File: config.mk
export PLATFORM = sky130hd
export DESIGN_NAME = pla_cell
export DESIGN_NICKNAME = d
export VERILOG_FILES = /design/src/rtl/pla_cell_pkg.sv /design/src/rtl/pla_cfg_chain.sv /design/src/rtl/pla_and_array.sv /design/src/rtl/pla_or_stage.sv /design/src/rtl/pla_cell.sv
export SDC_FILE = /design/constraint.sdc
export NUM_CORES = 1
export LEC_CHECK = 0
export BUFFER_PORTS_ARGS = -buffer_cell sky130_fd_sc_hd__buf_2
export CAP_MARGIN = 20
export CORE_MARGIN = 1
export CORE_UTILIZATION = 55
export DETAILED_ROUTE_END_ITERATION = 12
export GPL_TIMING_DRIVEN = 1
export PLACE_DENSITY = 0.72
export SYNTH_ARGS = -nofsm -noshare
export SYNTH_HDL_FRONTEND = slang
export SYNTH_SLANG_ARGS = --single-unit
export TNS_END_PERCENT = 5
File: constraint.sdc
create_clock -name clk -period 1.5 [get_ports clk]
set_clock_uncertainty 0.15 [all_clocks]
set_input_delay 0.225 -clock clk [delete_from_list [all_inputs] [get_ports clk]]
set_output_delay 0.225 -clock clk [all_outputs]
set_load 0.01 [all_outputs]
File: src/rtl/pla_cell_pkg.sv
// Package: shared sizing helpers for the programmable logic cell.
// Assumes the configuration layout used by pla_cell: literal select
// pairs first, then term enables, extra-input enables and the mode bit on top.
package pla_cell_pkg;

    // Total configuration width for a given cell size.
    function automatic int cfg_width(input int n_lit, input int n_pt, input int n_ext);
        return n_pt * 2 * n_lit + n_pt + n_ext + 1;
    endfunction

    // Width of the AND-plane select field.
    function automatic int mask_width(input int n_lit, input int n_pt);
        return n_pt * 2 * n_lit;
    endfunction

endpackage

File: src/rtl/pla_cfg_chain.sv
// Module: serial configuration store with a shadow and an active copy.
// The shadow shifts in serially (new bit at LSB, so data arrives MSB first).
// A commit copies the pre-shift shadow into the active copy.
// Assumes synchronous active-low reset clears both copies.
module pla_cfg_chain #(
    parameter int W = 39
) (
    input  logic         clk,
    input  logic         rst_n,
    input  logic         shift_en,
    input  logic         sdi,
    input  logic         commit,
    output logic [W-1:0] shadow_q,
    output logic [W-1:0] active_q
);

    // Shadow register: serial shift path.
    always_ff @(posedge clk) begin
        if (!rst_n) begin
            shadow_q <= '0;
        end else if (shift_en) begin
            shadow_q <= {shadow_q[W-2:0], sdi};
        end
    end

    // Active register: takes the shadow as it stood before this edge.
    always_ff @(posedge clk) begin
        if (!rst_n) begin
            active_q <= '0;
        end else if (commit) begin
            active_q <= shadow_q;
        end
    end

endmodule

File: src/rtl/pla_and_array.sv
// Module: programmable AND plane.
// Each term has 2*N_LIT select bits: even bit = literal true, odd bit =
// literal inverted. A term with no select bit set yields 0.
module pla_and_array #(
    parameter int N_LIT = 4,
    parameter int N_PT  = 4
) (
    input  logic [N_LIT-1:0]        lit,
    input  logic [N_PT*2*N_LIT-1:0] sel,
    output logic [N_PT-1:0]         term
);

    localparam int TW = 2 * N_LIT;

    logic [TW-1:0] dual_lit;

    // Expand each literal into its true and inverted forms.
    always_comb begin
        for (int i = 0; i < N_LIT; i++) begin
            dual_lit[2*i]   = lit[i];
            dual_lit[2*i+1] = ~lit[i];
        end
    end

    for (genvar p = 0; p < N_PT; p++) begin : g_term
        logic [TW-1:0] m;
        assign m = sel[p*TW +: TW];
        // Term is the AND of selected polarised literals, forced to 0 if empty.
        assign term[p] = (|m) & (&(dual_lit | ~m));
    end

endmodule

File: src/rtl/pla_or_stage.sv
// Module: programmable OR stage.
// Sums enabled product terms and enabled extra inputs; the extra inputs
// come straight from the cell pins, not through the AND plane.
module pla_or_stage #(
    parameter int N_PT  = 4,
    parameter int N_EXT = 2
) (
    input  logic [N_PT-1:0]  term,
    input  logic [N_PT-1:0]  term_en,
    input  logic [N_EXT-1:0] ext,
    input  logic [N_EXT-1:0] ext_en,
    output logic             sum
);

    // Single wide OR over both masked groups.
    always_comb begin
        sum = (|(term & term_en)) | (|(ext & ext_en));
    end

endmodule

File: src/rtl/pla_cell.sv
// Module: top of the programmable sum-of-products logic cell.
// Combines the configuration store, AND plane, OR stage and an output
// flip-flop with a 2:1 select. The flip-flop captures the sum on every edge;
// the mode bit (top configuration bit) picks flop or raw sum.
// Assumes synchronous active-low reset.
module pla_cell
    import pla_cell_pkg::*;
#(
    parameter int N_LIT = 4,
    parameter int N_PT  = 4,
    parameter int N_EXT = 2
) (
    input  logic             clk,
    input  logic             rst_n,
    input  logic [N_LIT-1:0] lit_in,
    input  logic [N_EXT-1:0] ext_in,
    input  logic             cfg_shift,
    input  logic             cfg_sdi,
    input  logic             cfg_commit,
    output logic             f_out
);

    localparam int MASK_W  = mask_width(N_LIT, N_PT);
    localparam int CFG_W   = cfg_width(N_LIT, N_PT, N_EXT);
    localparam int PTEN_LO = MASK_W;
    localparam int EXT_LO  = MASK_W + N_PT;
    localparam int MODE_B  = CFG_W - 1;

    logic [CFG_W-1:0] shadow_cfg;
    logic [CFG_W-1:0] active_cfg;
    logic [N_PT-1:0]  pt;
    logic             or_sum;
    logic             flop_q;

    pla_cfg_chain #(.W(CFG_W)) cfg_i (
        .clk      (clk),
        .rst_n    (rst_n),
        .shift_en (cfg_shift),
        .sdi      (cfg_sdi),
        .commit   (cfg_commit),
        .shadow_q (shadow_cfg),
        .active_q (active_cfg)
    );

    pla_and_array #(.N_LIT(N_LIT), .N_PT(N_PT)) and_i (
        .lit  (lit_in),
        .sel  (active_cfg[MASK_W-1:0]),
        .term (pt)
    );

    pla_or_stage #(.N_PT(N_PT), .N_EXT(N_EXT)) or_i (
        .term    (pt),
        .term_en (active_cfg[PTEN_LO +: N_PT]),
        .ext     (ext_in),
        .ext_en  (active_cfg[EXT_LO +: N_EXT]),
        .sum     (or_sum)
    );

    // Output flip-flop: holds the sum from the previous edge.
    always_ff @(posedge clk) begin
        if (!rst_n) begin
            flop_q <= 1'b0;
        end else begin
            flop_q <= or_sum;
        end
    end

    // Output select: registered or combinational.
    always_comb begin
        f_out = active_cfg[MODE_B] ? flop_q : or_sum;
    end

endmodule

==> results of run 1 <==
metrics by stage:
step | std cells | util (%) | setup slack [ns] | cell area, sq um | power [mW]
6_report | 403 | 67.5 | -0.763 | 3780 | 4.02
5_1_grt | 403 | 67.5 | -0.904 | 3780 | 4.16
4_1_cts | 403 | 67.5 | -0.796 | 3780 | 4.06
3_5_place_dp | 380 | 62.7 | -0.430 | 3520 | 2.37
3_3_place_gp | 380 | 62.7 | -0.399 | 3520 | 2.37
2_1_floorplan | 299 | - | -0.262 | 3260 | 2.31
synth_stat cells, drive strengths merged:
cell type,count
buf,9
clkbuf,13
o211ai,1
nand2,3
nand4,3
and3,4
inv,1
or4,2
a31oi,1
dfxtp,79
a21boi,1
nor4,6
nand3,1
nor2,2
nor2b,78
mux2i,94
a221oi,1
sequential cells by signal, indices dropped and copies added, names as in the netlist:
name	count
cfg_i.active_q	39
cfg_i.shadow_q	39
flop_q	1
cells by family after synthesis:
logic type | Yosys count
AOI/OAI and AO/OA | 4
buffers and inverters | 23
DFF | 79
muxes | 94
and+or+nand+nor | 99
power breakdown:
group | switching, mW | internal [mW]
Combinational | 0.106 | 0.115
Sequential | 0.00419 | 2.10
Clock | 0.758 | 0.932
routing by layer:
metal | wire (um) | track usage, % | vias up
met1 | 2990 | 26.6 | 983
li1 | - | - | 1077
met5 | 0 | 0 | -
met3 | 188 | 5.86 | 8
met4 | 97 | 10.0 | 0
met2 | 2590 | 32.1 | 23
final timing paths:
kind | end | slack, ns | cells after the start
min | cfg_i.shadow_q[31] | 0.09 | 2
max reg2reg | flop_q | -0.70 | 11
max | f_out | -0.76 | 6
min reg2reg | cfg_i.active_q[38] | 0.38 | 2
worst register-to-register path, delay by kind of cell, from the launching register on:
kind | cells | cell delay, ns
DFF | 1 | 0.31
and+or+nand+nor | 2 | 0.60
AOI/OAI and AO/OA | 3 | 0.45
buffers and inverters | 6 | 0.61
layout make-up:
type | count | area, sq um
tap | 72 | 90.1
multi-input combinational | 197 | 1590
clock buffer | 10 | 128
fill | 462 | 1820
clock inverter | 6 | 85.1
inverter | 1 | 3.75
timing repair buffer | 38 | 310
sequential | 79 | 1580
layout by cell type (no fill, tap or decap):
cell type	n
nor4_1	6
buf_2	11
buf_4	22
clkbuf_1	1
and3_1	4
nand4_1	3
clkinv_2	2
buf_12	4
inv_1	1
o211ai_1	1
a221oi_2	1
a21boi_1	1
dlygate4sd3_1	1
a31oi_1	1
or4_1	2
clkbuf_8	9
nand3_1	1
nor2_1	2
nand2_1	3
nor2b_1	78
dfxtp_1	79
bufinv_16	2
mux2i_1	94
clkinvlp_4	2
repair_timing:
item / 4_1_cts / 5_1_grt
pin swaps: 3 / 0
endpoints found under the hold margin: 1 / 0
hold buffers: 1 / 0
endpoints found under the setup margin: 2 / 2
setup buffers: 6 / 0
==> flow_summary.toml, run 1 <==
[status]
status = "complete, but fails checks"
violations = "setup timing"

[floorplanning]
start_util_pct = 58.2
die_h_um = 79.0
io_pins = 12
core-area_sq_mm = 0.00561
dieWidth_um = 79.0
die_area_sq_mm = 0.00624
num_rows = 27

[synth]
yosys_warnings = 0
synth_xor_xnor_area_share_pct = 0
synth-compound-area-share_pct = 1.11
synth-simple-area-share_pct = 18.6
avgSynthCellArea_sq_um = 10.9
yosysTopAreaCell = "dfxtp_1"
synth_top_family_by_area = "multiplexers"
synthMuxAreaShare_pct = 28.8
syn-num-nets = 310
synth-seq-area-share_pct = 48.5
syn_inst = 299
ys_ff_latch = 79
synth_fa_ha_area_share_pct = 0
synth.top_cell.area_share_pct = 48.5
yosysUniqueCellTypes = 18
syn_area_sq_mm = 0.00326
synthTopCellsByArea = "dfxtp_1 48%, mux2i_1 29%, nor2b_1 15%"

[worst_setup_path]
worst_path_max_delay_cell = "or4_1"
cpPeakStageDelay_ns = 0.52
cp-end-kind = "output pin"
cp_max_fo = 2
cp-startpoint = "cfg_i.active_q[8]"
worstPathCellList = "or4_1, o211ai_1, nor2_1, a221oi_2, a31oi_1, buf_2"
r2r_start = "cfg_i.active_q[8]"
path_buf_inv = 1
critPathArrivalTime_ns = 1.89
required_ns = 1.12
crit_family = "simple AND/OR/NAND/NOR gates"
crit_path_start_kind = "register"
critPathKind = "reg -> out"

[drt]
drt_iter0_markers = 97
antenna_left = 0
wirelength_mm = 5.87
vias = 2091
drt-wirelength-per-cell_um = 14.6
dr.pass1.iters = 3
vias_per_cell = 5.19
drc = 0

[placement]
io_buffers = 11
gp_congestion = 0.752
dp_hpwl_mm = 3.55

[power]
leakage_nw = 1.61
power_density_mw_per_mm2 = 1060
vdd_drop_max_uv = 671

[timing]
setup_slack_ns = -0.763
setup_viol = 2
slew_viol_final = 0
fmax_mhz = 442
min_period_ns = 2.26
grt_setup_unrepaired = "true"
hold_viol = 0
relSlewSlack_pct = 80.5
tightest_slew_ns = 0.289
finalCritPeriodShare_pct = 151
worst_hold_slack_ns = 0.0919
setup_tns_ns = -1.47

[finish]
diodes = 0
syn2layout_area_growth_pct = 16.0
num-nets-final = 337
drive_above_1_share_pct = 16.0

[clock_tree]
clock_latency_ns = 0.34
clk_pin_slew_ns = 0.07
cts_buffers = 9
cts_resized = 0
cts_max_level = 3
cts_tree = "done"
cts-root-buf = "clkbuf_8"
cts_sinks = 79
cts_buffer_depth = 2

[flow_run]
maxCapViolations = 0

[worst_hold_path]
holdCritStartpoint = "rst_n"
hold_class = "in -> reg"

[grt]
grt_pass1_wl_mm = 9.80
grt_max_degree = 68
grt_pass1_vias = 2028
antenna_found_initial = 0
overflow = 0
grt_usage_pct = 20.8
No activity file was read; power rests on OpenSTA's default activity.
==> run 2: changes to the inputs <==
Settings changed: ABC_AREA set to 1, CORE_UTILIZATION 55 to 54, PLACE_DENSITY 0.72 to 0.71, SLEW_MARGIN set to 20.
==> run 2 against run 1 <==
Compared with the run above: largest power group unchanged; clock-buffer cell count unchanged; clock power decreased by 7%; synthesized area decreased by 5.9%; sequential share of layout area increased by 4.7 points; via count increased by 27%; critical endpoint unchanged; the run still ends with setup timing left.
==> flow_summary.toml, run 2 <==
[floorplanning]
die_area_sq_mm = 0.00599
die_h_um = 77.4
num_rows = 27
io_pins = 12
start_util_pct = 55.7
core-area_sq_mm = 0.00551
dieWidth_um = 77.4

[synth]
synth-async-reset-ratio_pct = 0
yosysUniqueCellTypes = 18
synth-seq-area-share_pct = 51.5
synth.top_cell.area_share_pct = 51.5
ys_top_cells_by_count = "160 x nor2_1, 79 x dfxtp_1, 75 x o21ai_0, 45 x nand2_1, 14 x clkbuf_1"
yosysTopAreaCell = "dfxtp_1"
synth-main-ff-cell = "dfxtp_1"
avgSynthCellArea_sq_um = 7.14
synth_edf_count = 0
yosysMostFrequentCell = "nor2_1"
syn-num-nets = 441
ys_ff_latch = 79
syn_inst = 430
syn_area_sq_mm = 0.00307
yosys_warnings = 0
synthTopCellsByArea = "dfxtp_1 52%, nor2_1 20%, o21ai_0 12%"

[power]
clkPwrFrac_pct = 36.2
power_density_mw_per_mm2 = 1260
p_sw_mw = 1.12
vdd_drop_max_uv = 701
p_int_mw = 3.21
combPwrFrac_pct = 10.0
power_frac_seq_pct = 53.8
leakage_nw = 1.49
p_sw_share_pct = 25.9

[worst_hold_path]
min_to = "cfg_i.active_q[11]"
hold_class = "in -> reg"
min_path_cells = 3
holdCritStartpoint = "cfg_commit"

[worst_setup_path]
worst_path_max_delay_cell = "dfxtp_2"
cp_max_fo = 3
worstPathCellList = "nor2_1, and2_1, nand2_1, nand3_2, nand3_2, o21bai_1, nand2_1, buf_2"
r2r_start = "cfg_i.active_q[2]"
r2r_cells = 6
r2r-end = "flop_q"
cp-end-kind = "output pin"
critPathKind = "reg -> out"
r2r_slack_ns = 0.33
crit_path_start_kind = "register"
required_ns = 1.12
critPathArrivalTime_ns = 1.42
cpPeakStageDelay_ns = 0.34

[grt]
overflow = 0
antenna_found_initial = 0
grt_pass1_vias = 2401
grt_max_degree = 80
grt_pass1_wl_mm = 11.1
grt_usage_pct = 23.5

[finish]
num-nets-final = 447
top_regs = "cfg_i.active_q x39, cfg_i.shadow_q x39, flop_q x1"
layout_common_cells = "159 x nor2_1, 74 x o21ai_0, 68 x dfxtp_1"
layout_commonest_cell = "nor2_1"
diodes = 0
final_cell_count_no_fill = 513
drive_above_1_share_pct = 13.4
final_util_pct = 62.3
syn2layout_area_growth_pct = 11.8

[timing]
relSlewSlack_pct = 82.7
fmax_mhz = 556
worst_hold_slack_ns = 0.107
grt_setup_unrepaired = "true"
setup_viol = 1
tightest_slew_ns = 0.260
setup_slack_ns = -0.300
hold_viol = 0
finalCritPeriodShare_pct = 120
slew_viol_final = 0
setup_tns_ns = -0.300
min_period_ns = 1.80

[flow_run]
maxCapViolations = 0

[drt]
wirelength_mm = 6.31
vias = 2665
drt_iter0_markers = 186
drt-wirelength-per-cell_um = 12.3
antenna_left = 0
vias_per_cell = 5.19
drc = 0
dr.pass1.iters = 5

[clock_tree]
cts_buffers = 9
cts_max_level = 3
cts_sinks = 79
cts_tree = "done"
clock_latency_ns = 0.35
clk_pin_slew_ns = 0.08
cts-root-buf = "clkbuf_8"
cts_buffer_depth = 2

[placement]
io_buffers = 11
gp_congestion = 0.843
dp.cells = 495
dp_hpwl_mm = 4.07

[status]
status = "complete, but fails checks"
violations = "setup timing"
-- run 2: metal layers --
metal	wire, um	GRT usage (%)	vias up	part of all wire [%]
met3	227	6.71	15	3.6
met1	3090	30.7	1228	49
met5	0	0	-	0
met4	137	9.81	0	2.2
li1	-	-	1386	-
met2	2860	36.3	36	45
-- run 2: worst max-delay path, delay by kind of cell (launching register included) --
| family | cells | cell delay (ns) |
|---|---|---|
| DFF | 1 | 0.34 |
| AOI/OAI and AO/OA | 1 | 0.12 |
| buffers and inverters | 1 | 0.13 |
| and+or+nand+nor | 6 | 0.48 |
-- run 2: layout make-up --
class	count	area [sq um]
well taps	72	90.1
flip-flops and latches	79	1600
inverters	15	56.3
repair buffers	19	155
multi-input cells	312	1340
clock buffers	10	138
fillers	528	2080
clock inverters	6	60.1
-- run 2: logic make-up after synthesis --
group	count (synthesis)	synth area share, %
AOI/OAI and AO/OA	92	15.3
DFF	79	51.5
and+or+nand+nor	220	27.8
buffers and inverters	39	5.34
-- run 2: worst max path at each step --
stage,depth (start not counted),from,endpoint
finish,8,cfg_i.active_q[14],f_out
floorplan,8,cfg_i.active_q[17],f_out
global placement,10,lit_in[1],f_out
global route,8,cfg_i.active_q[12],f_out
detailed placement,10,lit_in[0],f_out
CTS,8,cfg_i.active_q[12],f_out
-- run 2: stage by stage --
step                instance area [sq um]  setup slack (ns)  total power, mW
finish                               3430            -0.300             4.33
global route                         3430            -0.423             4.56
CTS                                  3420            -0.329             4.36
detailed placement                   3190           -0.0102             2.79
global placement                     3190           -0.0348             2.78
floorplan                            3070             0.232             2.66
-- run 2: power by group through the flow --
stage	clock network, mW	logic, mW	registers, mW
floorplan	0	0.322	2.34
global placement	0	0.415	2.37
detailed placement	0	0.423	2.37
CTS	1.59	0.435	2.33
global route	1.71	0.507	2.35
finish	1.57	0.433	2.33
-- run 2: timing repair --
item | CTS | global route
buffers inserted | 1 | 0
setup endpoints to repair | 1 | 1
hold buffers | 1 | 0
endpoints found under the hold margin | 1 | 0
gates resized for setup | 14 | 8
pin swaps | 7 | 4
==> run 3: changes to the inputs <==
Settings changed: CORE_UTILIZATION 54 to 30, PLACE_DENSITY 0.71 to 0.42.
Clock period 1.5 ns to 2.25 ns, I/O delays scaled along.
==> run 3 against run 2 <==
Compared with the run above: the flow now finishes without violations; clock power decreased by 34%; final cell count increased by 11%; worst hold slack got worse by 0.037 ns; via count decreased by 1.8%; clock-buffer cell count unchanged; critical path depth unchanged; register-to-register slack improved by 0.68 ns; critical path type unchanged.
==> flow_summary.toml, run 3 (synthesis gave the netlist of run 2 again) <==
[clock_tree]
cts_resized = 0
clock_latency_ns = 0.35
cts_hold_buf = 0
cts-root-buf = "clkbuf_8"
clk_pin_slew_ns = 0.08
cts_max_level = 3
cts_tree = "done"
cts_sinks = 79
cts_buffer_depth = 2
cts_buffers = 9
cts_setup_buffers = 0

[timing]
tightest_slew_ns = 0.497
slew_viol_final = 0
worst_hold_slack_ns = 0.0698
setup_tns_ns = 0
min_period_ns = 2.02
fmax_mhz = 496
finalCritPeriodShare_pct = 89.6
relSlewSlack_pct = 66.9
setup_viol = 0
hold_viol = 0
grt_setup_unrepaired = "false"

[floorplanning]
die_area_sq_mm = 0.0106
start_util_pct = 31.1
io_pins = 12
dieWidth_um = 103
num_rows = 36
die_h_um = 103
core-area_sq_mm = 0.00986

[power]
vdd_drop_max_uv = 274
leakage_nw = 1.46
power_density_mw_per_mm2 = 836
power.total_mw = 2.86

[placement]
dp_hpwl_mm = 4.54
gp_congestion = 0.796
io_buffers = 11

[grt]
antenna_found_initial = 0
grt_pass1_wl_mm = 12.3
grt_usage_pct = 15.2
grt_pass1_vias = 2455
overflow = 0
grt_max_degree = 80

[finish]
syn2layout_area_growth_pct = 11.4
diodes = 0
layout_commonest_cell = "nor2_1"
layout_common_cells = "160 x nor2_1, 79 x dfxtp_1, 75 x o21ai_0"
num-nets-final = 444
top_regs = "cfg_i.active_q x39, cfg_i.shadow_q x39, flop_q x1"
drive_above_1_share_pct = 8.03
final_util_pct = 34.7
fillCellCount = 1076

[worst_setup_path]
crit_path_start_kind = "register"
required_ns = 1.76
critPathKind = "reg -> out"
path_buf_inv = 1
cpPeakStageDelay_ns = 0.34
worstPathCellList = "nor2_1, and2_0, nand2_1, nand3_1, nand3_2, o21bai_1, nand2_1, buf_2"
crit_family = "simple AND/OR/NAND/NOR gates"
critPathArrivalTime_ns = 1.53
worst_path_max_delay_cell = "dfxtp_1"
cpMostUsedCell = "nand2_1"
cp-end-kind = "output pin"
cp_max_fo = 3

[status]
status = "complete, no violations"

[worst_hold_path]
hold_class = "in -> reg"

[drt]
drc = 0
dr.pass1.iters = 4
antenna_left = 0
vias_per_cell = 4.60
drt-wirelength-per-cell_um = 12.9
vias = 2617
drt_iter0_markers = 62
wirelength_mm = 7.33

[flow_run]
maxCapViolations = 0
[run 3: cell types whose count changed in the layout (fill, tap and decap cells not counted), moves of 2 or more]
cell	change
nand3_1	+2
dfxtp_1	+11
buf_12	-2
inv_2	-6
dfxtp_2	-11
nand3_2	-2
inv_1	+6
[run 3: routing by layer]
metal  global-route usage [%]  vias to the layer above  share of wire [%]
li1                         -                     1377                  -
met1                     20.4                     1189                 53
met2                     22.7                       36                 42
met3                     3.93                       15                3.3
met4                     7.26                        0                2.1
met5                        0                        -                  0
[run 3: stage by stage]
stage / area (sq um) / setup WS [ns] / cells
4_1_cts: 3420 / 0.205 / 569
3_5_place_dp: 3230 / 0.480 / 555
6_report: 3420 / 0.235 / 569
3_3_place_gp: 3230 / 0.472 / 555
2_1_floorplan: 3070 / 0.869 / 430
5_1_grt: 3420 / 0.0809 / 569
[run 3: final cells by class]
type | instances | area (sq um) | share of cell area (%)
inverters | 15 | 56.3 | 1.65
multi-input cells | 312 | 1320 | 38.7
flip-flops and latches | 79 | 1580 | 46.3
clock buffers | 10 | 138 | 4.03
repair buffers | 16 | 105 | 3.07
clock inverters | 4 | 47.5 | 1.39
well taps | 133 | 166 | 4.87
[run 3: tightest hold or removal path, stage by stage]
cell	delay, ns
buf_2	0.07
nor2_1	0.03
nor2_1	0.09
[run 3: final timing paths]
check / start / cells past startpoint / to / slack, ns
worst max-delay path: cfg_i.active_q[8] / 8 / f_out / 0.23
worst min register to register: cfg_i.active_q[16] / 2 / cfg_i.active_q[16] / 0.32
worst min-delay path: cfg_sdi / 3 / cfg_i.shadow_q[0] / 0.07
worst max register to register: cfg_i.active_q[8] / 6 / flop_q / 1.01
[run 3: where the power goes]
| part | switching (mW) | internal (mW) |
|---|---|---|
| clock network | 0.499 | 0.527 |
| registers | 0.0657 | 1.49 |
| logic | 0.175 | 0.104 |
